$ cat src/rtl/sr_protect_pkg.sv
package sr_protect_pkg;

    localparam int SR_WPEN_BIT = 7;
    localparam int SR_BP_HI    = 3;
    localparam int SR_BP_LO    = 2;
    localparam int SR_WEL_BIT  = 1;

    typedef enum logic [1:0] {
        BP_NONE    = 2'b00,
        BP_QUARTER = 2'b01,
        BP_HALF    = 2'b10,
        BP_ALL     = 2'b11
    } bp_code_e;

    typedef enum logic {
        LATCH_SHUT = 1'b0,
        LATCH_OPEN = 1'b1
    } latch_state_e;

    typedef enum logic [2:0] {
        CMD_IDLE   = 3'd0,
        CMD_ARM    = 3'd1,
        CMD_DISARM = 3'd2,
        CMD_SRWR   = 3'd3,
        CMD_MEMWR  = 3'd4
    } cmd_e;

    function automatic logic [7:0] pack_status(input logic wpen,
                                               input logic [1:0] bp,
                                               input logic wel);
        logic [7:0] b;
        b = 8'h00;
        b[SR_WPEN_BIT]        = wpen;
        b[SR_BP_HI:SR_BP_LO]  = bp;
        b[SR_WEL_BIT]         = wel;
        return b;
    endfunction

endpackage

$ cat src/rtl/sr_cmd_select.sv
module sr_cmd_select
    import sr_protect_pkg::*;
(
    input  logic arm_i,
    input  logic disarm_i,
    input  logic sr_wr_i,
    input  logic mem_wr_i,
    output cmd_e cmd_o
);
    // Fixed priority keeps behaviour defined if strobes ever overlap.
    always_comb begin
        if (sr_wr_i)
            cmd_o = CMD_SRWR;
        else if (mem_wr_i)
            cmd_o = CMD_MEMWR;
        else if (disarm_i)
            cmd_o = CMD_DISARM;
        else if (arm_i)
            cmd_o = CMD_ARM;
        else
            cmd_o = CMD_IDLE;
    end
endmodule

$ cat src/rtl/sr_range_guard.sv
module sr_range_guard
    import sr_protect_pkg::*;
#(
    parameter int ADDR_W = 15
) (
    input  logic [1:0]        bp_i,
    input  logic [ADDR_W-1:0] addr_i,
    output logic              hit_o
);
    localparam int TOP = ADDR_W - 1;
    localparam int SUB = ADDR_W - 2;

    logic unused_low;
    assign unused_low = ^addr_i[SUB-1:0];

    always_comb begin
        unique case (bp_code_e'(bp_i))
            BP_NONE:    hit_o = 1'b0;
            BP_QUARTER: hit_o = addr_i[TOP] & addr_i[SUB];
            BP_HALF:    hit_o = addr_i[TOP];
            BP_ALL:     hit_o = 1'b1;
            default:    hit_o = 1'b1;
        endcase
    end
endmodule

$ cat src/rtl/sr_wel_fsm.sv
module sr_wel_fsm
    import sr_protect_pkg::*;
(
    input  logic clk,
    input  logic rst_n,
    input  cmd_e cmd_i,
    input  logic sr_ok_i,
    input  logic mem_ok_i,
    output logic wel_o
);
    latch_state_e state_q, state_d;

    always_ff @(posedge clk or negedge rst_n) begin
        if (!rst_n)
            state_q <= LATCH_SHUT;
        else
            state_q <= state_d;
    end

    always_comb begin
        state_d = state_q;
        unique case (state_q)
            LATCH_SHUT: begin
                if (cmd_i == CMD_ARM)
                    state_d = LATCH_OPEN;
            end
            LATCH_OPEN: begin
                if (cmd_i == CMD_DISARM)
                    state_d = LATCH_SHUT;
                else if (cmd_i == CMD_SRWR && sr_ok_i)
                    state_d = LATCH_SHUT;
                else if (cmd_i == CMD_MEMWR && mem_ok_i)
                    state_d = LATCH_SHUT;
            end
            default: state_d = LATCH_SHUT;
        endcase
    end

    assign wel_o = (state_q == LATCH_OPEN);

    AST_ARM_OPENS: assert property (@(posedge clk) disable iff (!rst_n)
        cmd_i == CMD_ARM |=> wel_o);
    AST_DISARM_SHUTS: assert property (@(posedge clk) disable iff (!rst_n)
        cmd_i == CMD_DISARM |=> !wel_o);
endmodule

$ cat src/rtl/sr_cfg_regs.sv
module sr_cfg_regs
    import sr_protect_pkg::*;
#(
    parameter logic       INIT_WPEN = 1'b0,
    parameter logic [1:0] INIT_BP   = 2'b00
) (
    input  logic       clk,
    input  logic       rst_n,
    input  logic       load_i,
    input  logic [7:0] data_i,
    output logic       wpen_o,
    output logic [1:0] bp_o
);
    logic unused_bits;
    assign unused_bits = ^{data_i[6:4], data_i[1:0]};

    always_ff @(posedge clk or negedge rst_n) begin
        if (!rst_n) begin
            wpen_o <= INIT_WPEN;
            bp_o   <= INIT_BP;
        end else if (load_i) begin
            wpen_o <= data_i[SR_WPEN_BIT];
            bp_o   <= data_i[SR_BP_HI:SR_BP_LO];
        end
    end

    AST_CFG_HOLD: assert property (@(posedge clk) disable iff (!rst_n)
        !load_i |=> ($stable(wpen_o) && $stable(bp_o)));
endmodule

$ cat src/rtl/sr_protect_ctrl.sv
module sr_protect_ctrl
    import sr_protect_pkg::*;
#(
    parameter int         ADDR_W    = 15,
    parameter logic       INIT_WPEN = 1'b0,
    parameter logic [1:0] INIT_BP   = 2'b00
) (
    input  logic              clk,
    input  logic              rst_n,
    input  logic              arm_i,
    input  logic              disarm_i,
    input  logic              sr_wr_i,
    input  logic [7:0]        sr_data_i,
    input  logic              mem_wr_i,
    input  logic [ADDR_W-1:0] mem_addr_i,
    input  logic              wp_n_i,
    input  logic              sr_rd_i,
    output logic [7:0]        sts_byte_o,
    output logic              sts_vld_o,
    output logic              mem_grant_o,
    output logic              mem_deny_o,
    output logic              sr_grant_o,
    output logic              sr_deny_o
);
    cmd_e       cmd;
    logic       wel;
    logic       wpen;
    logic [1:0] bp;
    logic       hit;
    logic       sr_ok;
    logic       mem_ok;
    logic       sr_commit;

    sr_cmd_select u_sel (
        .arm_i    (arm_i),
        .disarm_i (disarm_i),
        .sr_wr_i  (sr_wr_i),
        .mem_wr_i (mem_wr_i),
        .cmd_o    (cmd)
    );

    sr_range_guard #(.ADDR_W(ADDR_W)) u_range (
        .bp_i   (bp),
        .addr_i (mem_addr_i),
        .hit_o  (hit)
    );

    // Status register locked only when protect-enable is set and the pin is low.
    assign sr_ok     = wel && !(wpen && !wp_n_i);
    assign mem_ok    = wel && !hit;
    assign sr_commit = (cmd == CMD_SRWR) && sr_ok;

    sr_wel_fsm u_fsm (
        .clk      (clk),
        .rst_n    (rst_n),
        .cmd_i    (cmd),
        .sr_ok_i  (sr_ok),
        .mem_ok_i (mem_ok),
        .wel_o    (wel)
    );

    sr_cfg_regs #(.INIT_WPEN(INIT_WPEN), .INIT_BP(INIT_BP)) u_cfg (
        .clk    (clk),
        .rst_n  (rst_n),
        .load_i (sr_commit),
        .data_i (sr_data_i),
        .wpen_o (wpen),
        .bp_o   (bp)
    );

    always_ff @(posedge clk or negedge rst_n) begin
        if (!rst_n) begin
            mem_grant_o <= 1'b0;
            mem_deny_o  <= 1'b0;
            sr_grant_o  <= 1'b0;
            sr_deny_o   <= 1'b0;
            sts_vld_o   <= 1'b0;
            sts_byte_o  <= 8'h00;
        end else begin
            mem_grant_o <= (cmd == CMD_MEMWR) && mem_ok;
            mem_deny_o  <= (cmd == CMD_MEMWR) && !mem_ok;
            sr_grant_o  <= sr_commit;
            sr_deny_o   <= (cmd == CMD_SRWR) && !sr_ok;
            sts_vld_o   <= sr_rd_i;
            if (sr_rd_i)
                sts_byte_o <= pack_status(wpen, bp, wel);
        end
    end

    AST_ONE_STROBE: assert property (@(posedge clk) disable iff (!rst_n)
        $onehot0({arm_i, disarm_i, sr_wr_i, mem_wr_i}));
    AST_MEM_RESPONDS: assert property (@(posedge clk) disable iff (!rst_n)
        mem_wr_i |=> (mem_grant_o || mem_deny_o));
    AST_SR_RESPONDS: assert property (@(posedge clk) disable iff (!rst_n)
        sr_wr_i |=> (sr_grant_o || sr_deny_o));
    AST_MEM_EXCL: assert property (@(posedge clk) disable iff (!rst_n)
        $onehot0({mem_grant_o, mem_deny_o}));
    AST_MEM_NEEDS_WEL: assert property (@(posedge clk) disable iff (!rst_n)
        (mem_wr_i && !wel) |=> mem_deny_o);
    AST_ALL_LOCKED: assert property (@(posedge clk) disable iff (!rst_n)
        (mem_wr_i && bp == BP_ALL) |=> !mem_grant_o);
    AST_SR_HW_LOCK: assert property (@(posedge clk) disable iff (!rst_n)
        (sr_wr_i && wpen && !wp_n_i) |=> sr_deny_o);
    AST_PIN_IGNORED: assert property (@(posedge clk) disable iff (!rst_n)
        (sr_wr_i && !wpen && wel) |=> sr_grant_o);
    AST_SR_COMMIT_CLEARS: assert property (@(posedge clk) disable iff (!rst_n)
        sr_grant_o |-> !wel);
    AST_MEM_COMMIT_CLEARS: assert property (@(posedge clk) disable iff (!rst_n)
        mem_grant_o |-> !wel);
    AST_DENY_FREEZE: assert property (@(posedge clk) disable iff (!rst_n)
        (sr_deny_o || mem_deny_o) |-> (wel == $past(wel) && wpen == $past(wpen)
                                       && bp == $past(bp)));
    AST_ZERO_BITS: assert property (@(posedge clk) disable iff (!rst_n)
        sts_vld_o |-> (sts_byte_o[6:4] == 3'b000 && !sts_byte_o[0]));
    AST_GRANT_PULSE: assert property (@(posedge clk) disable iff (!rst_n)
        sr_grant_o |=> !sr_grant_o);
endmodule

$ cat config.mk
export PLATFORM = sky130hd
export DESIGN_NAME = sr_protect_ctrl
export DESIGN_NICKNAME = d
export VERILOG_FILES = /design/src/rtl/sr_protect_pkg.sv /design/src/rtl/sr_cmd_select.sv /design/src/rtl/sr_range_guard.sv /design/src/rtl/sr_wel_fsm.sv /design/src/rtl/sr_cfg_regs.sv /design/src/rtl/sr_protect_ctrl.sv
export SDC_FILE = /design/constraint.sdc
export NUM_CORES = 1
export LEC_CHECK = 0
export BUFFER_PORTS_ARGS = -buffer_cell sky130_fd_sc_hd__buf_2
export CORE_MARGIN = 1
export CORE_UTILIZATION = 38
export DETAILED_ROUTE_END_ITERATION = 10
export PLACE_DENSITY = 0.88
export RECOVER_POWER = 100
export SLEW_MARGIN = 20
export SYNTH_ARGS = -nofsm -noshare
export SYNTH_HDL_FRONTEND = slang
export SYNTH_HIERARCHICAL = 1
export SYNTH_SLANG_ARGS = --single-unit
$ cat constraint.sdc
create_clock -name clk -period 1.85 [get_ports clk]
set_clock_uncertainty 0.2 [all_clocks]
set_input_delay 0.37 -clock clk [delete_from_list [all_inputs] [get_ports clk]]
set_output_delay 0.37 -clock clk [all_outputs]
set_load 0.02 [all_outputs]
==> results of run 1 <==
## layer usage
layer  global-route usage, %  wire length (µm)  vias to the layer above
met1                   15.72               418                      207
met2                   22.66               504                       14
met3                   4.891                52                        0
met5                       0                 0                        -
met4                   7.258                 0                        0
li1                        -                 -                      222
## logic make-up (layout without fill, tap and decap cells)
| group | count (synthesis) | count (layout) | synth area share [%] |
|---|---|---|---|
| other | 1 | 4 | 0.6432 |
| multiplexers | 7 | 7 | 13.52 |
| buffers and inverters | 8 | 34 | 7.725 |
| flip-flops | 13 | 13 | 55.79 |
| AO/OA/AOI/OAI | 8 | 8 | 8.798 |
| AND/OR/NAND/NOR | 13 | 13 | 13.52 |
## worst max-delay path, stage by stage (launching register included)
cell and delay, ns:
dfrtp_1 0.45, inv_1 0.08, nor3b_1 0.20, buf_4 0.17, mux2_2 0.33
## layout make-up
class | count | share of cell area, %
Multi-Input combinational cell | 32 | 29.91
Clock buffer | 4 | 3.590
Inverter | 4 | 2.051
Tap cell | 15 | 2.564
Sequential cell | 13 | 44.44
Timing Repair Buffer | 26 | 17.44
## state kept, by name, summed over array words and instances, names as in the netlist
name,flops
mem_deny_o,1
sr_deny_o,1
u_cfg/wpen_o,1
mem_grant_o,1
u_cfg/bp_o,2
sts_vld_o,1
sts_byte_o,4
sr_grant_o,1
u_fsm/wel_o,1
## final timing paths
path                          startpoint            end  slack [ns]  depth (start not counted)
hold reg to reg            sts_byte_o[2]  sts_byte_o[2]        0.31                          1
setup reg to reg             u_fsm/wel_o  u_cfg/bp_o[0]        0.31                          4
setup / recovery             u_fsm/wel_o  u_cfg/bp_o[0]        0.31                          4
max in group asynchronous          rst_n     sr_grant_o        0.59                          2
min in group asynchronous          rst_n      sr_deny_o        0.45                          2
hold / removal                   sr_rd_i      sts_vld_o        0.13                          1
## per-stage QoR
| step | total power [mW] | instance area, µm² | hold slack (ns) | setup WS [ns] |
|---|---|---|---|---|
| 2_1_floorplan | 0.5627 | 594.3 | -0.1256 | 0.07802 |
| 3_3_place_gp | 0.6355 | 718.2 | 0.05679 | 0.05989 |
| 3_5_place_dp | 0.6450 | 718.2 | 0.06488 | 0.04015 |
| 4_1_cts | 0.8171 | 754.5 | 0.08598 | 0.3037 |
| 5_1_grt | 0.8515 | 732.0 | 0.1155 | 0.2372 |
| 6_report | 0.7926 | 732.0 | 0.1251 | 0.3077 |
## report_power, final
part | total (mW) | switching, mW | leakage, nW | internal, mW
Combinational | 0.227 | 0.128 | 0.177 | 0.0983
Clock | 0.170 | 0.0868 | 0.0150 | 0.0833
Sequential | 0.396 | 0.0419 | 0.164 | 0.354
## repair_timing
action / in CTS / in global routing
hold buffers: 1 / 0
hold endpoints to repair: 13 / 0
buffers inserted: 0 / 0
## layout by cell type, fill, tap and decap left out, types with 3 or more instances in the layout
cell,Yosys,routed
dfrtp_1,13,13
buf_4,4,3
inv_1,4,4
mux2_2,7,7
buf_2,0,10
clkbuf_4,0,3
conb_1,1,4
nor2_1,3,3
clkbuf_1,0,13
==> results.yml, run 1 <==
detailed_routing:
  firstDrtPassIters: 2
  via_per_inst: 4.713
  antenna_left: 0
  vias: 443
  drt_iter0_drc: 5
  post_drt_wl_per_cell_um: 10.37
  drcViolationCount: 0
  wl_um: 975
timing:
  maxSlewHeadroom_pct: 56.66
  hold_viol_final: 0
  worst_pin_slew_ns: 0.6500
  fin_setup_tns_ns: 0
  finalCritPeriodShare_pct: 83.37
  max_freq_mhz: 648.4
  rsz0062_at_grt: "false"
  period_needed_ns: 1.542
  setup_viol_count_final: 0
  slew_viol_final: 0
floorplan:
  core_um2: 1366
  die_w_um: 41.17
  initial_utilization_pct: 42.67
  dieArea_um2: 1695
  io-pin-count: 44
  dieHeight_um: 41.17
  placementRows: 13
yosys:
  synthTopCellsByArea: "dfrtp_1 56%, mux2_2 14%, buf_4 5.2%"
  syn_inst: 50
  synth_top_cell_by_area: "dfrtp_1"
  synth_top_area_share_pct: 55.79
  synth_edf_count: 0
  ys_async_sr_fraction_pct: 100.0
  syn_avg_cell_area_um2: 11.66
  ys_types: 20
  netlist_top_cells_count: "13 x dfrtp_1, 7 x mux2_2, 4 x buf_4, 4 x inv_1, 3 x nor2_1"
  seq_area_frac_synth_pct: 55.79
  ys_warn_count: 6
  synth_area_um2: 583.1
  synth-seq-cells: 13
  synth_most_common_cell: "dfrtp_1"
  synthFlopType: "dfrtp_1"
placed_design:
  dp_cells: 89
  place.detailed.hpwl_um: 779.2
  gp_congestion: 0.6855
  numPortBuffers: 21
setup_path:
  crit_path_max_fanout: 8
  worstSetupStartpointType: "flop"
  path_class: "flop to flop"
  critPathRequiredTime_ns: 1.80
  cp-end-kind: "flop"
  arrival_ns: 1.49
grt:
  grt_overflow: 0
  grt_pass1_wl_mm: 1.469
  grtUsageTotal_pct: 13.87
  grt_pass1_vias: 387
  grt_max_degree: 14
  grt_antenna_before_repair: 0
finish:
  fillerInstances: 140
  seq_area_um2: 325.3
  finalNonFillerCells: 94
  drive_gt1_share_pct: 29.11
  finalNetCount: 111
  num_antenna_cells: 0
  multiInputGateArea_um2: 219.0
  post-route-util_pct: 53.57
  area_delta_synth_final_pct: 25.54
clock_network:
  cts_made_buffers: 3
  h-tree-depth: 1
  cts_resized: 0
  path_clk_slew_ns: 0.08
  clock_latency_ns: 0.27
  cts_root_buf: "clkbuf_4"
  cts_buffer_depth: 2
  cts_tree: "built"
  clock-sinks: 13
hold_path:
  min-delay-path-class: "input port to flop"
power_and_ir_drop:
  powerDensity_nw_per_um2: 1083
  ir_drop_v: 0.0005271
  p_leak_nw: 0.3557
run_status:
  outcome: "complete, no violations"
job:
  maxCapViolations: 0
Note: power is estimated with default switching activity, not from simulation.
==> run 2: changes to the inputs <==
clock period = 1.54 ns   (was 1.85 ns; I/O delays follow)
==> run 2 against run 1 <==
Net effect:
- sequential share of layout area decreased by 2.4 points
- power increased by 26%
- largest cell class unchanged
- largest power group unchanged
- die area unchanged
- clock power increased by 21%
- critical path depth increased by 2
- core utilization increased by 3.1 points
- global-route usage decreased by 0.097 points
==> results.yml, run 2 (same netlist as run 1, synthesis figures left out) <==
grt:
  grt_pass1_wl_mm: 1.442
  grt_pass1_vias: 369
  grt_antenna_before_repair: 0
  grt_max_degree: 14
  grt_overflow: 0
  grtUsageTotal_pct: 13.77
power_and_ir_drop:
  powerDensity_nw_per_um2: 1293
  p_switching_uw: 322.9
  ir_drop_v: 0.0005998
  p_leak_nw: 0.4041
  pwr-share-clk_pct: 20.5
  finalPower_mw: 1.002
  netSwitchingFraction_pct: 32.24
  p_comb_share_pct: 32.4
  seqPwrFrac_pct: 47.1
  p_int_uw: 678.6
detailed_routing:
  post_drt_wl_per_cell_um: 10.76
  wl_mm: 1.033
  firstDrtPassIters: 2
  vias: 455
  drcViolationCount: 0
  topRoutingLayerUsed: "met3"
  wl_met3_um: 79
  via_per_inst: 4.740
  antenna_left: 0
  met2_length_um: 505
  drt_iter0_drc: 7
  m1WireLength_um: 449
timing:
  slew_viol_final: 0
  whs_ns: 0.05648
  rsz0062_at_grt: "true"
  finalCritPeriodShare_pct: 99.45
  max_freq_mhz: 653.0
  maxSlewHeadroom_pct: 55.93
  worst_pin_slew_ns: 0.6611
  hold_viol_final: 0
  fin_setup_tns_ns: 0
  period_needed_ns: 1.531
  setup_viol_count_final: 0
hold_path:
  min_from: "sr_rd_i"
  holdPathEnd: "sts_vld_o"
  min-delay-path-class: "input port to flop"
  hold_path_depth: 1
floorplan:
  die_w_um: 41.17
  dieArea_um2: 1695
  core_um2: 1366
  io-pin-count: 44
  placementRows: 13
  initial_utilization_pct: 42.67
  dieHeight_um: 41.17
setup_path:
  critPathRequiredTime_ns: 1.49
  reg2reg_slack_ns: 0.009
  arrival_ns: 1.48
  r2r-end: "u_fsm/wel_o"
  crit_path_max_fanout: 4
  worstSetupStartpointType: "flop"
  r2r-start: "u_cfg/bp_o[0]"
  reg2reg_depth: 6
  path_class: "flop to flop"
  cp-end-kind: "flop"
clock_network:
  cts_tree: "built"
  path_clk_slew_ns: 0.08
  clock-sinks: 13
  cts_made_buffers: 3
  clock_latency_ns: 0.27
  h-tree-depth: 1
  cts_root_buf: "clkbuf_4"
  cts_buffer_depth: 2
finish:
  seq_area_um2: 325.3
  regMostFlops: "sts_byte_o"
  multiInputGateArea_um2: 231.5
  largest_register_ffs: 4
  final_common_cell: "buf_2"
  finalNetCount: 113
  most-common-layout-cells: "19 x buf_2, 13 x dfrtp_1, 7 x mux2_2, 6 x buf_4"
  drive_gt1_share_pct: 46.91
  area_delta_synth_final_pct: 32.83
  num_antenna_cells: 0
  reg_top3: "sts_byte_o x4, u_cfg/bp_o x2"
  fillerInstances: 125
  post-route-util_pct: 56.68
job:
  maxCapViolations: 0
run_status:
  outcome: "complete, no violations"
placed_design:
  place.detailed.hpwl_um: 801.4
  numPortBuffers: 21
  gp_congestion: 0.6941
[run 2: changes by cell type in the layout (fill, tap and decap cells not counted), sizes merged]
cell    previous run  this run
buf               13        25
clkbuf            16         6
[run 2: worst max-delay path by stage]
stage | to | start | cells after the start
6_report | u_fsm/wel_o | u_cfg/bp_o[0] | 6
5_1_grt | u_fsm/wel_o | u_cfg/bp_o[0] | 6
4_1_cts | u_fsm/wel_o | u_cfg/bp_o[0] | 6
3_5_place_dp | u_cfg/wpen_o | disarm_i | 7
3_3_place_gp | u_cfg/bp_o[1] | disarm_i | 7
2_1_floorplan | u_cfg/bp_o[0] | disarm_i | 5
[run 2: routing by layer]
metal	vias up	GRT usage (%)
met4	0	7.258
li1	228	-
met5	-	0
met1	207	14.43
met3	0	4.891
met2	20	23.83
[run 2: timing repair]
action,4_1_cts,5_1_grt
resized for setup,1,0
endpoints found under the hold margin,13,0
buffers inserted,0,1
pin swaps,0,2
hold buffers,1,0
endpoints found under the setup margin,1,1
[run 2: worst max-delay path, stage by stage (launching register included)]
cell	delay, ns
dfrtp_1	0.41
o21ai_1	0.14
nand2_1	0.12
nor2b_2	0.16
inv_1	0.06
o31ai_1	0.21
a221oi_1	0.11
[run 2: cell type report]
class	count	share of cell area [%]
Tap cell	15	2.423
Timing Repair Buffer	28	20.36
Multi-Input combinational cell	32	29.89
Sequential cell	13	42.00
Clock buffer	4	3.393
Inverter	4	1.939
[run 2: through the flow]
stage	std cells	cell area, µm²	setup WS (ns)
floorplan	53	599.3	-0.05007
global placement	90	730.7	-0.1668
detailed placement	90	730.7	-0.2073
CTS	95	769.5	0.01306
global route	96	774.5	-0.04690
finish	96	774.5	0.008524
[run 2: power groups by stage]
stage | combinational [mW] | clock [mW] | sequential, mW
2_1_floorplan | 0.142 | 0 | 0.536
3_3_place_gp | 0.297 | 0 | 0.477
3_5_place_dp | 0.305 | 0 | 0.479
4_1_cts | 0.312 | 0.211 | 0.473
5_1_grt | 0.353 | 0.228 | 0.487
6_report | 0.325 | 0.205 | 0.472
